File: src/rtl/trig_pkg.sv
package trig_pkg;

    localparam int NUM_PAIRS = 5;
    localparam int NUM_TRIG  = 2 * NUM_PAIRS;

    typedef enum logic [1:0] {
        ACC_FETCH = 2'd0,
        ACC_LOAD  = 2'd1,
        ACC_STORE = 2'd2
    } acc_class_e;

    // Fixed access class of every trigger slot
    function automatic acc_class_e class_of(input int idx);
        case (idx)
            0, 1, 6, 8: class_of = ACC_FETCH;
            2, 3, 7:    class_of = ACC_STORE;
            default:    class_of = ACC_LOAD;
        endcase
    endfunction

    // Store triggers may never be chained together
    function automatic bit chain_allowed(input int pair);
        chain_allowed = !(class_of(2 * pair) == ACC_STORE &&
                          class_of(2 * pair + 1) == ACC_STORE);
    endfunction

    function automatic logic [NUM_TRIG-1:0] class_mask(input acc_class_e c);
        logic [NUM_TRIG-1:0] m;
        for (int i = 0; i < NUM_TRIG; i++) m[i] = (class_of(i) == c);
        return m;
    endfunction

    typedef struct packed {
        logic [NUM_TRIG-1:0] fire;
        logic                trap_now;
        logic                trap_next;
        logic                fetch_any;
        logic                mem_any;
        logic                any_fire;
    } eval_out_t;

endpackage

File: src/rtl/trig_pair_eval.sv
module trig_pair_eval
    import trig_pkg::*;
#(
    parameter int PAIR_IDX = 0
) (
    input  logic [1:0] hit,
    input  logic [1:0] en,
    input  logic [1:0] timing,
    input  logic       chain,
    output logic [1:0] fire
);
    localparam bit CAN_CHAIN = chain_allowed(PAIR_IDX);

    logic [1:0] own_match;
    logic       linked;
    logic       joint;

    always_comb begin
        own_match = hit & en;
        linked    = chain && CAN_CHAIN;
        joint     = own_match[0] && own_match[1] && (timing[0] == timing[1]);
        if (linked) fire = {joint, joint};
        else        fire = own_match;
    end
endmodule

File: src/rtl/trig_summary.sv
module trig_summary
    import trig_pkg::*;
#(
    parameter int N = NUM_TRIG
) (
    input  logic [N-1:0] fire,
    input  logic [N-1:0] timing,
    output logic         trap_now,
    output logic         trap_next,
    output logic         fetch_any,
    output logic         mem_any
);
    localparam logic [N-1:0] FETCH_MASK = class_mask(ACC_FETCH);

    logic before_req;
    logic after_req;

    always_comb begin
        before_req = |(fire & ~timing);
        after_req  = |(fire & timing);
        trap_now   = before_req;
        trap_next  = after_req && !before_req;
        fetch_any  = |(fire & FETCH_MASK);
        mem_any    = |(fire & ~FETCH_MASK);
    end
endmodule

File: src/rtl/trig_chain_eval.sv
module trig_chain_eval
    import trig_pkg::*;
(
    input  logic                 clk,
    input  logic                 rst,
    input  logic                 flush_i,
    input  logic [NUM_TRIG-1:0]  hit_i,
    input  logic [NUM_TRIG-1:0]  en_i,
    input  logic [NUM_TRIG-1:0]  timing_i,
    input  logic [NUM_PAIRS-1:0] chain_i,
    output logic [NUM_TRIG-1:0]  fire_o,
    output logic                 trap_now_o,
    output logic                 trap_next_o,
    output logic                 fetch_any_o,
    output logic                 mem_any_o,
    output logic                 any_fire_o
);
    logic [NUM_TRIG-1:0] fire_c;
    eval_out_t           next_c;
    eval_out_t           out_q;

    for (genvar p = 0; p < NUM_PAIRS; p++) begin : g_pair
        trig_pair_eval #(.PAIR_IDX(p)) u_pair (
            .hit    (hit_i[2*p +: 2]),
            .en     (en_i[2*p +: 2]),
            .timing (timing_i[2*p +: 2]),
            .chain  (chain_i[p]),
            .fire   (fire_c[2*p +: 2])
        );
    end

    trig_summary #(.N(NUM_TRIG)) u_sum (
        .fire      (fire_c),
        .timing    (timing_i),
        .trap_now  (next_c.trap_now),
        .trap_next (next_c.trap_next),
        .fetch_any (next_c.fetch_any),
        .mem_any   (next_c.mem_any)
    );

    always_comb begin
        next_c.fire     = fire_c;
        next_c.any_fire = |fire_c;
    end

    always_ff @(posedge clk) begin
        if (rst || flush_i) out_q <= '0;
        else                out_q <= next_c;
    end

    assign fire_o      = out_q.fire;
    assign trap_now_o  = out_q.trap_now;
    assign trap_next_o = out_q.trap_next;
    assign fetch_any_o = out_q.fetch_any;
    assign mem_any_o   = out_q.mem_any;
    assign any_fire_o  = out_q.any_fire;
endmodule

File: config.mk
export PLATFORM = sky130hd
export DESIGN_NAME = trig_chain_eval
export DESIGN_NICKNAME = d
export VERILOG_FILES = /design/src/rtl/trig_pkg.sv /design/src/rtl/trig_pair_eval.sv /design/src/rtl/trig_summary.sv /design/src/rtl/trig_chain_eval.sv
export SDC_FILE = /design/constraint.sdc
export NUM_CORES = 1
export LEC_CHECK = 0
export ABC_AREA = 1
export BUFFER_PORTS_ARGS = -buffer_cell sky130_fd_sc_hd__buf_2
export CORE_MARGIN = 2
export CORE_UTILIZATION = 43
export DETAILED_ROUTE_END_ITERATION = 6
export PLACE_DENSITY_LB_ADDON = 0.3
export SYNTH_ARGS = -nofsm -noshare
export SYNTH_HDL_FRONTEND = slang
export SYNTH_HIERARCHICAL = 1
export SYNTH_SLANG_ARGS = --single-unit
export TNS_END_PERCENT = 50
File: constraint.sdc
create_clock -name clk -period 1.15 [get_ports clk]
set_input_delay 0.115 -clock clk [delete_from_list [all_inputs] [get_ports clk]]
set_output_delay 0.115 -clock clk [all_outputs]
set_load 0.02 [all_outputs]
==> results.md, run 1 <==
### Timing
- 0 — final setup fails
- 906 ps — Final Critical Period
- 0.537 — worst max-slew margin expressed relative to the limit
- 0 — final-report hold violation count
- 1.10 GHz — top achievable clock speed
- 695 ps — pin slew with the least headroom to its limit
- 0 — final count of pins violating max slew
- 0.788 — fin crit share
- false — RSZ-0062 raised after global routing
- 0 ps — aggregate negative setup slack

### Finish
- 271 — Final #Nets
- 0.353 — layout cell share with drive strength beyond 1
- 0.627 — final core utilization
- 0 — Diodes inserted
- 0.00135 mm2 — post-route cell area
- 233 — count of filler cells inserted in the layout
- 55 x sky130_fd_sc_hd__nand2_1, 51 x sky130_fd_sc_hd__buf_2, 41 x sky130_fd_sc_hd__inv_1 — most frequent cells in the layout
- 40.8% — Syn-to-layout area delta
- sky130_fd_sc_hd__nand2_1 — most common cell after layout, fill and taps aside

### Power
- 0.861 nW — Leakage
- 0.240 — proportion of power drawn by the clock network
- 0.000493 V — IR Drop Worst-Case VDD
- 0.468 — sequential power share
- 0.291 — Gate power share
- 0.287 — share of total power consumed by net switching
- 860 mW/mm2 — Power Dens Cells
- 1.16 mW — Final Total Pwr
- 0.825 mW — Internal Pwr Total
- 0.333 mW — Switch Pwr

### Synthesis
- 956 um2 — Mapped Area
- 203 — syn_nets
- 165 — cell count after synthesis
- 14 — post-synthesis cell type count
- 5.79 um2 — mean instance size in the synthesized netlist
- 6 — warnings from Yosys
- 15 — synthesized flop and latch total
- 0.314 — sequential cell area fraction in the yosys report

### GRT
- 0 — number of antenna violations at the first check in global routing
- 3130 um — first-pass GRT wire length
- 840 — vias in the first global route
- 16 — largest net degree at the start of global routing
- 0 — sum of overflow across all layers after global routing
- 0.155 — total track usage

### CTS
- done — TritonCTS clock tree
- 0 — count of hold-fix buffers inserted at cts
- 2 — Clock Tree Buf Depth
- 3 — clock buffers created by TritonCTS
- 0 — Post-CTS Setup Repair Bufs
- 0 — Resized cells post-CTS
- 80 ps — Clock Pin Slew Worst Setup and Hold Paths
- sky130_fd_sc_hd__clkbuf_4 — buffer type at the clock tree root
- 1 — maximum level of the CTS H-tree
- 15 — number of clock sinks seen by CTS

### Drt
- 1072 — DR vias
- 0 — Antenna Nets Post-Route
- 0 — DRC errors left
- 7.06 um — wire length per cell
- 4.12 — detail-routed via count per cell
- 6 — DRT Pass-1 Iters
- 1840 um — final WL
- 14 — number of DRC markers in iteration 0

### Placement
- 0.00132 mm2 — placed instance area
- 51 — IO Port Bufs
- 0.804 — routability congestion estimate
- 1630 um — HPWL reported at the end of detailed placement

### Floorplanning
- 51.2 um — Die Span Y
- 17 — standard-cell row count
- 53 — top-level I/O count
- 0.445 — starting density of the core
- 51.2 um — width of the chip
- 0.00262 mm2 — overall die area
- 0.00215 mm2 — area of the core region

### Setup path
- input port — CP Launch Type
- 1050 ps — endpoint arrival time on the critical path
- in -> reg — Setup Crit Path Kind
- 1290 ps — worst endpoint required time
- 4 — crit path max fanout
- flip-flop — Critical Path Sink Type

### Job
- 0 — max cap viols

### Status
- finished clean — run status

### Min path
- in -> reg — min-delay worst type

==> synth_stat cells, drive strengths merged <==
library cell | n | area (um2)
nand2 | 55 | 206
inv | 41 | 154
nor2 | 33 | 161
dfxtp | 15 | 300
nand3 | 15 | 80.1
buf | 2 | 31.3
o21ai | 2 | 10.0
nor4 | 1 | 6.26
or2 | 1 | 6.26
==> logic make-up (layout without fill, tap and decap cells) <==
logic type,Yosys count,after routing,share of synthesized area
AND/OR/NAND/NOR,105,105,0.482
buffers and inverters,43,110,0.194
flip-flops,15,15,0.314
AO/OA/AOI/OAI,2,2,0.0105
==> per-layer routing <==
layer,track usage,vias up,share of wire
met5,0,-,0
met4,0.0811,0,0.0060
met3,0.0175,2,0.058
met2,0.277,31,0.49
met1,0.179,432,0.44
li1,-,607,-
==> power by group through the flow <==
stage | registers [mW] | logic, mW | clock network (mW)
after detailed placement | 0.555 | 0.339 | 0
after CTS | 0.542 | 0.341 | 0.285
after floorplan | 0.581 | 0.171 | 0
after global placement | 0.554 | 0.334 | 0
final | 0.542 | 0.337 | 0.278
after global routing | 0.543 | 0.386 | 0.309
==> flip-flops by register name (all words and copies together) (netlist names) <==
name,count
any_fire_o,1
fetch_any_o,1
fire_o,10
mem_any_o,1
trap_next_o,1
trap_now_o,1
==> layout make-up <==
| type | count | area [um2] | share of cell area |
|---|---|---|---|
| flip-flops and latches | 15 | 300 | 0.223 |
| clock buffers | 4 | 26.3 | 0.0195 |
| repair buffers | 65 | 360 | 0.268 |
| multi-input cells | 107 | 470 | 0.349 |
| well taps | 28 | 35.0 | 0.0260 |
| inverters | 41 | 154 | 0.114 |
==> stage by stage <==
stage,setup WS [ps],std cells,hold WS [ps]
after floorplan,197,165,364
after global placement,-30.3,256,504
after detailed placement,-42.1,256,505
after CTS,242,260,212
after global routing,57.6,260,261
final,244,260,214
==> critical path, stage by stage <==
cell	delay, ps
sky130_fd_sc_hd__buf_2	110
sky130_fd_sc_hd__inv_1	40
sky130_fd_sc_hd__nand2_1	50
sky130_fd_sc_hd__nand3_1	90
sky130_fd_sc_hd__nand2_1	120
sky130_fd_sc_hd__nand2_1	80
sky130_fd_sc_hd__nand2_1	50
sky130_fd_sc_hd__nor2_1	90
sky130_fd_sc_hd__nand2_1	60
sky130_fd_sc_hd__nor2_1	110
sky130_fd_sc_hd__nor2_2	50
sky130_fd_sc_hd__inv_1	40
sky130_fd_sc_hd__nor2_1	30
==> final timing paths <==
| check | startpoint | to | slack (ps) | depth (start not counted) |
|---|---|---|---|---|
| worst max-delay path | timing_i[8] | trap_next_o | 240 | 13 |
| worst min-delay path | en_i[3] | fire_o[3] | 210 | 5 |
(Power assumes the default switching activity.)
==> inputs of run 2 (changes only) <==
==> constraint.sdc (replaced) <==
create_clock -name clk -period 0.9 [get_ports clk]
set_input_delay 0.09 -clock clk [delete_from_list [all_inputs] [get_ports clk]]
set_output_delay 0.09 -clock clk [all_outputs]
set_load 0.02 [all_outputs]
==> run 2 against run 1 <==
Compared with the run above:
- via count up 4.4%
- cell count rose by 3.5%
- clock-buffer cell count down 1
- non-clock buffer count up 9
- total power grew 35%
- combinational power grew 54%
- hold slack improved by 31 ps
- first-iteration DRC count rose by 36%
- largest power group unchanged
- highest routed layer is now met3
==> results.md, run 2 (same netlist as run 1, synthesis figures left out) <==
### Status
- finished clean — run status

### Setup path
- flip-flop — CP Launch Type
- 1 — number of buffer and inverter stages on the critical path
- flip-flops — cell family with the largest share of critical-path delay
- reg -> out — Setup Crit Path Kind
- 810 ps — worst endpoint required time
- buf_2 — Cell Chain, Critical Path
- 1 — crit path max fanout
- primary output — Critical Path Sink Type
- 320 ps — peak per-stage delay on the critical path
- 750 ps — endpoint arrival time on the critical path
- sky130_fd_sc_hd__dfxtp_1 — Crit-path slowest cell

### Floorplanning
- 51.2 um — width of the chip
- 51.2 um — Die Span Y
- 0.445 — starting density of the core
- 53 — top-level I/O count
- 17 — standard-cell row count
- 0.00215 mm2 — area of the core region
- 0.00262 mm2 — overall die area

### Timing
- 0 — final count of pins violating max slew
- 0 — final-report hold violation count
- 191 ps — pin slew with the least headroom to its limit
- 836 ps — Final Critical Period
- 0.929 — fin crit share
- 0.872 — worst max-slew margin expressed relative to the limit
- 0 ps — aggregate negative setup slack
- 244 ps — minimum hold slack
- 0 — final setup fails
- 1.20 GHz — top achievable clock speed

### CTS
- 15 — number of clock sinks seen by CTS
- done — TritonCTS clock tree
- 80 ps — Clock Pin Slew Worst Setup and Hold Paths
- 2 — Clock Tree Buf Depth
- sky130_fd_sc_hd__clkbuf_4 — buffer type at the clock tree root
- 3 — clock buffers created by TritonCTS
- 1 — maximum level of the CTS H-tree

### Drt
- 1119 — DR vias
- 4.16 — detail-routed via count per cell
- 2040 um — final WL
- 0 — Antenna Nets Post-Route
- 0 — DRC errors left
- 4 — DRT Pass-1 Iters
- 7.57 um — wire length per cell
- 19 — number of DRC markers in iteration 0

### Job
- 0 — max cap viols

### GRT
- 0.153 — total track usage
- 0 — number of antenna violations at the first check in global routing
- 0 — sum of overflow across all layers after global routing
- 3160 um — first-pass GRT wire length
- 16 — largest net degree at the start of global routing
- 895 — vias in the first global route

### Finish
- 280 — Final #Nets
- 61.4% — Syn-to-layout area delta
- 10 — number of flip-flops in the largest register
- 0.718 — final core utilization
- 0.498 — layout cell share with drive strength beyond 1
- 0.00154 mm2 — post-route cell area
- 0 — Diodes inserted
- 50 x sky130_fd_sc_hd__buf_2, 40 x sky130_fd_sc_hd__inv_1, 37 x sky130_fd_sc_hd__nand2_1 — most frequent cells in the layout
- sky130_fd_sc_hd__buf_2 — most common cell after layout, fill and taps aside

### Power
- 0.470 mW — Switch Pwr
- 0.227 — proportion of power drawn by the clock network
- 0.442 — sequential power share
- 0.000814 V — IR Drop Worst-Case VDD
- 0.331 — Gate power share
- 0.925 nW — Leakage
- 1.10 mW — Internal Pwr Total
- 0.300 — share of total power consumed by net switching
- 1020 mW/mm2 — Power Dens Cells
- 1.57 mW — Final Total Pwr

### Placement
- 51 — IO Port Bufs
- 0.00140 mm2 — placed instance area
- 1650 um — HPWL reported at the end of detailed placement
- 0.783 — routability congestion estimate

### Min path
- in -> reg — min-delay worst type

## run 2: metal layers
layer  vias to the layer above  global-route usage  share of wire
met5                         -                   0              0
met4                         0              0.0676              0
met3                         0                   0          0.046
met2                        27               0.284           0.53
met1                       467               0.183           0.43
li1                        625                   -              -
## run 2: area by class of cell
cell class | instances | area (um2)
sequential | 15 | 300
inverter | 41 | 154
timing repair buffer | 74 | 447
multi-input combinational | 107 | 579
clock buffer | 3 | 22.5
clock inverter | 1 | 5.00
tap | 28 | 35.0
fill | 198 | 606
## run 2: stage by stage
step                      instances  setup slack, ps
after floorplan                 165            -15.5
after global placement          263             -239
after detailed placement        263             -256
after CTS                       267             40.3
after global routing            269            -21.2
final                           269             63.7
## run 2: repair_timing
| item | in CTS | in global routing |
|---|---|---|
| endpoints found under the setup margin | 0 | 4 |
| setup buffers | 0 | 2 |
| gates resized for setup | 0 | 29 |
| hold buffers | 0 | 0 |
## run 2: worst paths after layout
path,depth (start not counted),to,slack (ps),from
max,1,mem_any_o,60,mem_any_o
min,4,fire_o[0],240,rst
## run 2: worst min-delay path: cells and delay by family
family                 cells  cell delay (ps)
buffers and inverters      2              230
and+or+nand+nor            2              160
## run 2: power groups by stage
| stage | logic (mW) | clock network, mW | registers, mW |
|---|---|---|---|
| 2_1_floorplan | 0.223 | 0 | 0.742 |
| 3_3_place_gp | 0.465 | 0 | 0.708 |
| 3_5_place_dp | 0.470 | 0 | 0.709 |
| 4_1_cts | 0.472 | 0.368 | 0.693 |
| 5_1_grt | 0.583 | 0.392 | 0.694 |
| 6_report | 0.519 | 0.355 | 0.693 |
==> inputs of run 3 (changes only) <==
--- a/config.mk
+++ b/config.mk
@@ -11,6 +11,7 @@
 export CORE_UTILIZATION = 43
 export DETAILED_ROUTE_END_ITERATION = 6
 export PLACE_DENSITY_LB_ADDON = 0.3
+export RECOVER_POWER = 50
 export SYNTH_ARGS = -nofsm -noshare
 export SYNTH_HDL_FRONTEND = slang
 export SYNTH_HIERARCHICAL = 1
==> constraint.sdc (replaced) <==
create_clock -name clk -period 0.8 [get_ports clk]
set_input_delay 0.08 -clock clk [delete_from_list [all_inputs] [get_ports clk]]
set_output_delay 0.08 -clock clk [all_outputs]
set_load 0.02 [all_outputs]
==> run 3 against run 2 <==
Compared with the run above:
- flip-flop and latch count stayed put
- combinational power increased by 49%
- global-route usage increased by 3.4 points
- sequential share of layout area shrank 2.6 points
- core utilization is 16 points higher
- total power increased by 27%
- worst setup slack worse by 140 ps
- hold slack got worse by 27 ps
- via count increased by 12%
- critical endpoint is now trap_next_o
- routed wire length rose by 52%
- first-iteration DRC count up 32%
- the flow now finishes with violations (setup timing)
- cell count rose by 0.74%
==> results.md, run 3 (same netlist as run 1, synthesis figures left out) <==
### Status
- complete, but fails checks — run status
- setup timing — violations in the final reports

### Drt
- 4.61 — detail-routed via count per cell
- 11.4 um — wire length per cell
- 3090 um — final WL
- 1690 um — Met2 Routed Length
- 0 — DRC errors left
- 144 um — total met3 wirelength after detailed routing
- 1060 um — M1 WL
- 4 — DRT Pass-1 Iters
- met4 — highest routing layer actually used
- 0 — Antenna Nets Post-Route
- 25 — number of DRC markers in iteration 0
- 1250 — DR vias

### Setup path
- 5 — crit path max fanout
- 1100 ps — endpoint arrival time on the critical path
- in -> reg — Setup Crit Path Kind
- flip-flop — Critical Path Sink Type
- input port — CP Launch Type
- 1020 ps — worst endpoint required time

### Power
- 1.01 nW — Leakage
- 1050 mW/mm2 — Power Dens Cells
- 0.617 mW — Switch Pwr
- 0.389 — Gate power share
- 0.399 — sequential power share
- 0.000965 V — IR Drop Worst-Case VDD
- 0.212 — proportion of power drawn by the clock network
- 0.311 — share of total power consumed by net switching
- 1.37 mW — Internal Pwr Total

### Timing
- -77.0 ps — final worst setup slack
- 217 ps — minimum hold slack
- 1.10 — fin crit share
- true — RSZ-0062 raised after global routing
- 17 — final setup fails
- 198 ps — pin slew with the least headroom to its limit
- 0 — final count of pins violating max slew
- 0 — final-report hold violation count
- 877 ps — Final Critical Period
- 1.14 GHz — top achievable clock speed
- 0.867 — worst max-slew margin expressed relative to the limit

### CTS
- 80 ps — Clock Pin Slew Worst Setup and Hold Paths
- sky130_fd_sc_hd__clkbuf_4 — buffer type at the clock tree root
- 15 — number of clock sinks seen by CTS
- done — TritonCTS clock tree
- 2 — Clock Tree Buf Depth
- 1 — maximum level of the CTS H-tree
- 0 — count of hold-fix buffers inserted at cts
- 3 — clock buffers created by TritonCTS

### GRT
- 0.187 — total track usage
- 1024 — vias in the first global route
- 3750 um — first-pass GRT wire length
- 0 — number of antenna violations at the first check in global routing
- 0 — sum of overflow across all layers after global routing
- 16 — largest net degree at the start of global routing

### Placement
- 51 — IO Port Bufs
- -342 ps — worst slack at placement
- 0.774 — routability congestion estimate
- 1660 um — HPWL reported at the end of detailed placement

### Floorplanning
- 53 — top-level I/O count
- 0.00215 mm2 — area of the core region
- 51.2 um — width of the chip
- 17 — standard-cell row count
- 0.00262 mm2 — overall die area
- 51.2 um — Die Span Y
- 0.445 — starting density of the core

### Finish
- 669 um2 — area taken by multi-input logic gates
- 33 x sky130_fd_sc_hd__inv_1, 33 x sky130_fd_sc_hd__buf_6, 26 x sky130_fd_sc_hd__nand2_1, 26 x sky130_fd_sc_hd__buf_4, 20 x sky130_fd_sc_hd__nand2_2 — most frequent cells in the layout
- 0.638 — layout cell share with drive strength beyond 1
- 282 — Final #Nets
- 97.8% — Syn-to-layout area delta
- 319 um2 — Storage cell area
- 0 — Diodes inserted
- 10 — number of flip-flops in the largest register
- 122 — count of filler cells inserted in the layout

### Job
- 0 — max cap viols

### Min path
- in -> reg — min-delay worst type
- 4 — instance count along the most critical hold path

## run 3: cell count changes in the layout (fill, tap and decap cells not counted), moves of 5 or more
cell / before / now
sky130_fd_sc_hd__buf_2: 50 / 14
sky130_fd_sc_hd__buf_6: 1 / 33
sky130_fd_sc_hd__dfxtp_1: 15 / 0
sky130_fd_sc_hd__dfxtp_2: 0 / 15
sky130_fd_sc_hd__nand2_1: 37 / 26
sky130_fd_sc_hd__inv_1: 40 / 33
sky130_fd_sc_hd__inv_2: 1 / 8
sky130_fd_sc_hd__nand2_4: 3 / 9
sky130_fd_sc_hd__nand2_2: 15 / 20
## run 3: worst paths after layout
check,endpoint,startpoint,slack [ps]
worst max-delay path,trap_next_o,en_i[8],-80
worst min-delay path,fire_o[1],rst,220
## run 3: cell type report
| class | instances | share of cell area |
|---|---|---|
| multi-input combinational | 107 | 0.354 |
| clock buffer | 4 | 0.0139 |
| inverter | 41 | 0.0814 |
| sequential | 15 | 0.169 |
| timing repair buffer | 76 | 0.363 |
| tap | 28 | 0.0185 |
## run 3: repair_timing
action                                 in CTS  in global routing
endpoints found under the hold margin       0                  0
setup endpoints to repair                  16                 20
buffers inserted                            0                  2
resized for setup                          50                 84
pin swaps                                   3                 48
## run 3: critical path, stage by stage
cell,delay (ps)
sky130_fd_sc_hd__buf_8,80
sky130_fd_sc_hd__nand2_4,50
sky130_fd_sc_hd__nor2_4,130
sky130_fd_sc_hd__nand3_4,120
sky130_fd_sc_hd__nand2_4,110
sky130_fd_sc_hd__nand2_1,60
sky130_fd_sc_hd__nand2_1,60
sky130_fd_sc_hd__nor2_1,40
sky130_fd_sc_hd__nand2_1,60
sky130_fd_sc_hd__nor2_1,50
sky130_fd_sc_hd__nor2_2,100
sky130_fd_sc_hd__inv_1,40
sky130_fd_sc_hd__nor2_1,120
## run 3: metal layers
layer / global-route usage / vias to the layer above
met5: 0 / -
met4: 0.131 / 0
met3: 0 / 21
met2: 0.351 / 61
met1: 0.201 / 540
li1: - / 628
## run 3: power by group through the flow
stage	combinational (mW)	clock, mW	sequential (mW)
detailed placement	0.536	0	0.797
global placement	0.530	0	0.797
global route	0.835	0.445	0.794
finish	0.773	0.421	0.792
floorplan	0.251	0	0.835
CTS	0.577	0.429	0.791
## run 3: stage by stage
step                 util  setup TNS [ps]  instances  cell area [um2]  total power [mW]
finish              0.880            -203        271             1890              1.99
global route        0.880            -598        271             1890              2.07
CTS                 0.734            -172        269             1580              1.80
detailed placement  0.659           -1890        265             1420              1.33
global placement    0.659           -1770        265             1420              1.33
floorplan               -            -233        165              971              1.09
